## src/rtl/serial_cfg_pkg.sv

```systemverilog
package serial_cfg_pkg;
  localparam int WORD_W   = 23;
  localparam int REF_W    = 14;
  localparam int SWAL_W   = 7;
  localparam int PROG_W   = 11;
  localparam int MIN_REF  = 3;
  // field positions (0-based register index = bit position - 1)
  localparam int SEL0_POS = 2;
  localparam int SEL1_POS = 3;
  localparam int REF_LSB  = 4;
  localparam int PUMP_POS = REF_LSB + REF_W;
  localparam int MEN_POS  = 2;
  localparam int SWAL_LSB = 3;
  localparam int PROG_LSB = SWAL_LSB + SWAL_W;
  localparam int PRE_POS  = PROG_LSB + PROG_W;
  localparam int POL_POS  = PRE_POS + 1;

  typedef struct packed {
    logic shift;
    logic bitVal;
    logic load;
    logic loadHigh;
  } strobe_t;

  typedef struct packed {
    logic             sel1;
    logic             sel0;
    logic [REF_W-1:0] ratio;
    logic             pumpHi;
  } ref_t;

  typedef struct packed {
    logic              monEn;
    logic [SWAL_W-1:0] swallow;
    logic [PROG_W-1:0] prog;
    logic              presc;
    logic              phasePol;
  } main_t;
endpackage

```

## src/rtl/cfg_sync.sv

```systemverilog
module cfg_sync #(
  parameter int STAGES = 2,
  parameter int WIDTH  = 3
) (
  input  logic             clk,
  input  logic             rst_n,
  input  logic [WIDTH-1:0] din,
  output logic [WIDTH-1:0] dout
);
  logic [WIDTH-1:0] stage [STAGES];

  generate
    for (genvar s = 0; s < STAGES; s++) begin : g_stage
      always_ff @(posedge clk or negedge rst_n) begin
        if (!rst_n) stage[s] <= '0;
        else if (s == 0) stage[s] <= din;
        else stage[s] <= stage[(s == 0) ? 0 : s-1];
      end
    end
  endgenerate

  assign dout = stage[STAGES-1];
endmodule

```

## src/rtl/cfg_ctrl.sv

```systemverilog
module cfg_ctrl
  import serial_cfg_pkg::*;
#(
  parameter int SYNC_STAGES = 2
) (
  input  logic    clk,
  input  logic    rst_n,
  input  logic    serClk,
  input  logic    serData,
  input  logic    serLoad,
  output strobe_t strb
);
  logic [2:0] syncOut;
  logic clkLvl, dataLvl, loadLvl;
  logic clkPrev, loadPrev;

  cfg_sync #(.STAGES(SYNC_STAGES), .WIDTH(3)) u_sync (
    .clk  (clk),
    .rst_n(rst_n),
    .din  ({serLoad, serData, serClk}),
    .dout (syncOut)
  );

  assign {loadLvl, dataLvl, clkLvl} = syncOut;

  always_ff @(posedge clk or negedge rst_n) begin
    if (!rst_n) begin
      clkPrev  <= 1'b0;
      loadPrev <= 1'b0;
    end else begin
      clkPrev  <= clkLvl;
      loadPrev <= loadLvl;
    end
  end

  always_comb begin
    strb.shift    = clkLvl & ~clkPrev & ~loadLvl;
    strb.bitVal   = dataLvl;
    strb.load     = loadLvl & ~loadPrev;
    strb.loadHigh = loadLvl;
  end
endmodule

```

## src/rtl/cfg_datapath.sv

```systemverilog
module cfg_datapath
  import serial_cfg_pkg::*;
(
  input  logic            clk,
  input  logic            rst_n,
  input  strobe_t         strb,
  input  logic            lockIn,
  input  logic [3:0]      taps,
  output ref_t  [1:0]     refOut,
  output main_t [1:0]     mainOut,
  output logic            monOut
);
  logic [WORD_W-1:0] shiftReg;
  logic [1:0]        target;
  ref_t              refWord;
  main_t             mainWord;
  logic              refOk;
  logic              monEnQ;
  ref_t  [1:0]       refQ;
  main_t [1:0]       mainQ;

  always_ff @(posedge clk or negedge rst_n) begin
    if (!rst_n) shiftReg <= '0;
    else if (strb.shift) shiftReg <= {shiftReg[WORD_W-2:0], strb.bitVal};
  end

  always_comb begin
    target           = shiftReg[1:0];
    refWord.sel0     = shiftReg[SEL0_POS];
    refWord.sel1     = shiftReg[SEL1_POS];
    refWord.ratio    = shiftReg[REF_LSB +: REF_W];
    refWord.pumpHi   = shiftReg[PUMP_POS];
    mainWord.monEn   = shiftReg[MEN_POS];
    mainWord.swallow = shiftReg[SWAL_LSB +: SWAL_W];
    mainWord.prog    = shiftReg[PROG_LSB +: PROG_W];
    mainWord.presc   = shiftReg[PRE_POS];
    mainWord.phasePol= shiftReg[POL_POS];
    refOk            = (refWord.ratio >= REF_W'(MIN_REF));
  end

  generate
    for (genvar ch = 0; ch < 2; ch++) begin : g_chan
      localparam logic [1:0] REF_CODE  = 2'(ch);
      localparam logic [1:0] MAIN_CODE = 2'(ch + 2);

      always_ff @(posedge clk or negedge rst_n) begin
        if (!rst_n) refQ[ch] <= '0;
        else if (strb.load && target == REF_CODE && refOk) refQ[ch] <= refWord;
      end

      always_ff @(posedge clk or negedge rst_n) begin
        if (!rst_n) mainQ[ch] <= '0;
        else if (strb.load && target == MAIN_CODE) mainQ[ch] <= mainWord;
      end

      assert_ref_load_R2: assert property (@(posedge clk) disable iff (!rst_n)
        (strb.load && target == REF_CODE && refOk) |=> refQ[ch] == $past(refWord));

      assert_ref_reject_R6: assert property (@(posedge clk) disable iff (!rst_n)
        (strb.load && target == REF_CODE && !refOk) |=> $stable(refQ[ch]));

      assert_main_load_R4: assert property (@(posedge clk) disable iff (!rst_n)
        (strb.load && target == MAIN_CODE) |=> mainQ[ch] == $past(mainWord));
    end
  endgenerate

  always_ff @(posedge clk or negedge rst_n) begin
    if (!rst_n) monEnQ <= 1'b0;
    else if (strb.load && target[1]) monEnQ <= mainWord.monEn;
  end

  assign monOut  = monEnQ ? taps[{refQ[0].sel1, refQ[0].sel0}] : lockIn;
  assign refOut  = refQ;
  assign mainOut = mainQ;

  assert_hold_while_load_R5: assert property (@(posedge clk) disable iff (!rst_n)
    strb.loadHigh |=> $stable(shiftReg));

  assert_men_follows_last_R9: assert property (@(posedge clk) disable iff (!rst_n)
    (strb.load && target[1]) |=> monEnQ == $past(shiftReg[MEN_POS]));

  assert_men_stable_R9: assert property (@(posedge clk) disable iff (!rst_n)
    !(strb.load && target[1]) |=> $stable(monEnQ));
endmodule

```

## src/rtl/serial_cfg_loader.sv

```systemverilog
module serial_cfg_loader
  import serial_cfg_pkg::*;
#(
  parameter int SYNC_STAGES = 2
) (
  input  logic              clk,
  input  logic              rst_n,
  input  logic              serClk,
  input  logic              serData,
  input  logic              serLoad,
  input  logic              lockIn,
  input  logic              ifRefTap,
  input  logic              rfRefTap,
  input  logic              ifCmpTap,
  input  logic              rfCmpTap,
  output logic [REF_W-1:0]  ifRefRatio,
  output logic              ifRefPumpHi,
  output logic [REF_W-1:0]  rfRefRatio,
  output logic              rfRefPumpHi,
  output logic [SWAL_W-1:0] ifSwallow,
  output logic [PROG_W-1:0] ifProg,
  output logic              ifPrescSel,
  output logic              ifPhasePol,
  output logic [SWAL_W-1:0] rfSwallow,
  output logic [PROG_W-1:0] rfProg,
  output logic              rfPrescSel,
  output logic              rfPhasePol,
  output logic              monOut
);
  strobe_t      strb;
  ref_t  [1:0]  refOut;
  main_t [1:0]  mainOut;

  cfg_ctrl #(.SYNC_STAGES(SYNC_STAGES)) u_ctrl (
    .clk    (clk),
    .rst_n  (rst_n),
    .serClk (serClk),
    .serData(serData),
    .serLoad(serLoad),
    .strb   (strb)
  );

  cfg_datapath u_dp (
    .clk    (clk),
    .rst_n  (rst_n),
    .strb   (strb),
    .lockIn (lockIn),
    .taps   ({rfCmpTap, ifCmpTap, rfRefTap, ifRefTap}),
    .refOut (refOut),
    .mainOut(mainOut),
    .monOut (monOut)
  );

  assign ifRefRatio  = refOut[0].ratio;
  assign ifRefPumpHi = refOut[0].pumpHi;
  assign rfRefRatio  = refOut[1].ratio;
  assign rfRefPumpHi = refOut[1].pumpHi;
  assign ifSwallow   = mainOut[0].swallow;
  assign ifProg      = mainOut[0].prog;
  assign ifPrescSel  = mainOut[0].presc;
  assign ifPhasePol  = mainOut[0].phasePol;
  assign rfSwallow   = mainOut[1].swallow;
  assign rfProg      = mainOut[1].prog;
  assign rfPrescSel  = mainOut[1].presc;
  assign rfPhasePol  = mainOut[1].phasePol;
endmodule

```

## config.mk

```make
export PLATFORM = sky130hd
export DESIGN_NAME = serial_cfg_loader
export DESIGN_NICKNAME = d
export VERILOG_FILES = /design/src/rtl/serial_cfg_pkg.sv /design/src/rtl/cfg_sync.sv /design/src/rtl/cfg_ctrl.sv /design/src/rtl/cfg_datapath.sv /design/src/rtl/serial_cfg_loader.sv
export SDC_FILE = /design/constraint.sdc
export NUM_CORES = 1
export LEC_CHECK = 0
export ABC_CLOCK_PERIOD_IN_PS = 1900
export BUFFER_PORTS_ARGS = -buffer_cell sky130_fd_sc_hd__buf_2
export CORE_MARGIN = 3
export CORE_UTILIZATION = 46
export DETAILED_ROUTE_END_ITERATION = 10
export GPL_ROUTABILITY_DRIVEN = 0
export GPL_TIMING_DRIVEN = 0
export PLACE_DENSITY = 0.71
export SLEW_MARGIN = 20
export SYNTH_ARGS = -nofsm -noshare
export SYNTH_HDL_FRONTEND = slang
export SYNTH_SLANG_ARGS = --single-unit
```

## constraint.sdc

```tcl
create_clock -name clk -period 1.9 [get_ports clk]
set_input_delay 0.285 -clock clk [delete_from_list [all_inputs] [get_ports clk]]
set_output_delay 0.285 -clock clk [all_outputs]
set_load 0.01 [all_outputs]
```

==> summary.md <==
| Metric | Value |
|---|---|
| Core area | approximately 8500 um2 |
| First-pass GRT wire length | ~12000 um |
| Reg2Reg Depth | 6 |
| RR Startpoint | u_dp.shiftReg[11]$_DFFE_PN0P_ |
| Run status | finished, violations left |
| Failing checks | setup timing |
| Most frequent cells in the layout | dfrtp_1, buf_2, mux2_2 |
| Vias in the first global route | around 2300 |
| Die Y | 101 um |
| Port Buffers | 80 |
| Clk Latency, worst-skew pair | between 0.3 and 0.4 ns |
| Largest net degree at the start of global routing | between 70 and 80 |
| Wirelength, routed | between 7000 and 8000 um |
| Die width | roughly 100 um |
| Synthesized flop and latch total | 104 |
| Reg2reg end | u_dp.refOut[19]$_DFFE_PN0P_ |
| Hold Path End | u_ctrl.u_sync.stage[3]$_DFF_PN0_ |
| Psw | between 0.001 and 0.0015 W |
| Hold Path Depth | 1 |
| Dominant cells by area after synthesis | dfrtp_1, mux2_2, buf_4 |
| Worst Path Arrival | approximately 2.2 ns |
| Initial antenna violation count | 0 |
| CTS tree | built |
| Pwr/cell area | between 900 and 1000 nW/um2 |
| Crit. End Element | register |
| Sequential-to-total area share from yosys stat | between 60% and 70% |
| Minimum clock period | approximately 2.0 ns |
| Share of cells above drive strength 1 | 69.3% |
| Count of different cell masters after synthesis | 21 |
| Crit Path Class | reg -> reg |
| Syn Area/Cell | 16.2 um2 |
| Ant. Diodes | 0 |
| Worst hold-check slack | about 0.033 ns |
| Via density | between 5 and 6 |
| Slack of the worst reg-to-reg path | -0.08 ns |
| Layout fillers | 643 |
| Startpoint types | register |
| Clock root buffer | clkbuf_8 |
| Global-route usage over all layers | 15.3% |
| CP required | 2.14 ns |
| Layout Nets | around 370 |
| Min-Delay Path Class | in -> reg |
| Setup ws final | -0.0833 ns |
| DRT iter0 DRCs | between 60 and 70 |
| First-pass iteration count of the detailed router | 3 |
| Remaining antenna violation count | 0 |
| Design Area, Final | about 5100 um2 |
| Max cap viols | 0 |
| Starting Density | 48.7% |
| Worst slew margin | approximately 55% |
| Syn_nets | 264 |
| Clk sink count | roughly 100 |
| Most common cell after layout, fill and taps aside | dfrtp_1 |
| Io pins | roughly 80 |
| Reg power frac | 53.0% |
| Worst-path clk slew | approximately 0.090 ns |
| CTS Buf Count | 9 |
| Clock skew | between 0.015 and 0.02 ns |
| Fin. Hold Viols | 0 |
| Clock tree buffer depth | 2 |
| DP Area | between 4000 and 5000 um2 |
| Area of the die | a little over 10000 um2 |
| CP Max Fanout | 5 |
| Total grt overflow | 0 |
| Final HPWL DP | 4960 um |
| Hold Crit Start | serClk |
| Mapped cell area | about 4100 um2 |
| H-Tree Depth | 3 |
| Unrepaired setup endpoints after global routing | true |
| Post-Synthesis Cells | ~250 |
| Synth Warn # | 0 |
| FP Rows | 33 |
| Final critical-path share of the clock period | 104% |
| Logic gate share of total power | about a fifth |
| Clock Power Share | 27.8% |
| Measured slew at the worst slew-check pin | around 0.67 ns |
| Drt drc | 0 |
| Internal power | 0.00362 W |
| Final Util | 60.5% |
| Via count | approximately 2400 |
| Synth top area share | roughly 63% |
| Leading area contributor after synthesis | dfrtp_1 |
| Fin. max-slew vios | 0 |
| Final setup vio count | 31 |
| Fmax | between 0.5 and 0.6 GHz |
| Avg WL per Cell | around 16 um |
| Syn-to-layout area delta | 24.1% |
| Switching share of power | 26.4% |
| VDD IR max | 0.000712 V |
| Lkg Pwr | around 2.8 nW |
flip-flops by register name, summed over array words and instances, names as in the netlist:
register	count
u_ctrl.u_sync.dout	3
u_dp.shiftReg	23
u_ctrl.u_sync.stage	3
u_dp.monEnQ	1
u_ctrl.clkPrev	1
u_ctrl.loadPrev	1
u_dp.mainOut	40
u_dp.refOut	32
synthesized netlist by cell type:
cell type,instances
a311o_2,1
mux2_1,1
nor2_2,1
mux2_4,10
a311oi_4,1
nand2b_1,1
nor2b_1,1
clkbuf_1,6
dfrtp_1,104
or4_1,2
mux2_2,85
inv_1,1
nand2_1,3
nand3_1,1
buf_4,28
mux4_2,1
nor2_1,1
o21ai_0,1
buf_6,3
nor3b_1,1
nor4_1,1
what timing repair did:
item,4_1_cts,5_1_grt
hold buffers,1,0
pin swaps,1,1
setup endpoints to repair,70,50
cloned,0,1
setup buffers,8,1
endpoints found under the hold margin,31,0
gates resized for setup,16,10
layout make-up:
class / count / area (um2) / share of cell area [%]
inverters: 1 / 3.75 / 0.0733
clock buffers: 11 / 141 / 2.76
repair buffers: 92 / 559 / 10.9
well taps: 105 / 131 / 2.57
flip-flops and latches: 104 / 2610 / 51.0
clock inverters: 5 / 56.3 / 1.10
multi-input cells: 112 / 1330 / 26.0
plain buffers: 37 / 284 / 5.55
power by group through the flow:
stage               clock network (W)  registers, W  logic [W]
floorplan                           0       0.00265   0.000504
global placement                    0       0.00267   0.000767
detailed placement                  0       0.00268   0.000790
CTS                           0.00142       0.00262   0.000930
global route                  0.00151       0.00265    0.00102
finish                        0.00137       0.00261   0.000943
worst max path at each step:
stage                                              from                                to  slack [ns]  cells after the start
final                     u_dp.shiftReg[11]$_DFFE_PN0P_       u_dp.refOut[19]$_DFFE_PN0P_       -0.08                      6
after global routing      u_dp.shiftReg[11]$_DFFE_PN0P_       u_dp.refOut[13]$_DFFE_PN0P_       -0.11                      6
after CTS                  u_dp.shiftReg[6]$_DFFE_PN0P_       u_dp.refOut[27]$_DFFE_PN0P_        -0.1                      6
after detailed placement  u_dp.shiftReg[10]$_DFFE_PN0P_        u_dp.refOut[4]$_DFFE_PN0P_       -0.28                      4
after global placement                            rst_n  u_ctrl.u_sync.stage[3]$_DFF_PN0_       -0.52                      1
after floorplan            u_dp.shiftReg[6]$_DFFE_PN0P_       u_dp.refOut[17]$_DFFE_PN0P_       -0.07                      6
layer usage:
metal	global-route usage, %	part of all wire [%]
met4	5.60	0.68
met5	0	0
met2	23.1	47
met3	3.53	4.7
met1	21.8	47
stage by stage:
step	setup TNS (ns)	total power, W	worst slack, ns	std cells
CTS	-1.44	0.00496	-0.0995	465
detailed placement	-10.87	0.00347	-0.283	440
global placement	-62.87	0.00343	-0.516	439
finish	-1.65	0.00493	-0.0833	467
global route	-2.66	0.00518	-0.111	467
floorplan	-0.706	0.00315	-0.0706	254
critical path, cell delays in order (launching register included):
cell     delay, ns
dfrtp_2       0.42
or4_4         0.55
nor2_4        0.14
a311o_2       0.19
buf_8         0.13
buf_12        0.12
mux2_2        0.32
logic make-up (layout without fill, tap and decap cells):
logic type	count (synthesis)	in the layout	synth area share, %
compound gates	3	3	1.03
buf+inv	38	146	6.55
flops	104	104	63.1
simple gates	12	12	1.64
mux	97	97	27.7
Power figures use the tool's default switching activity.
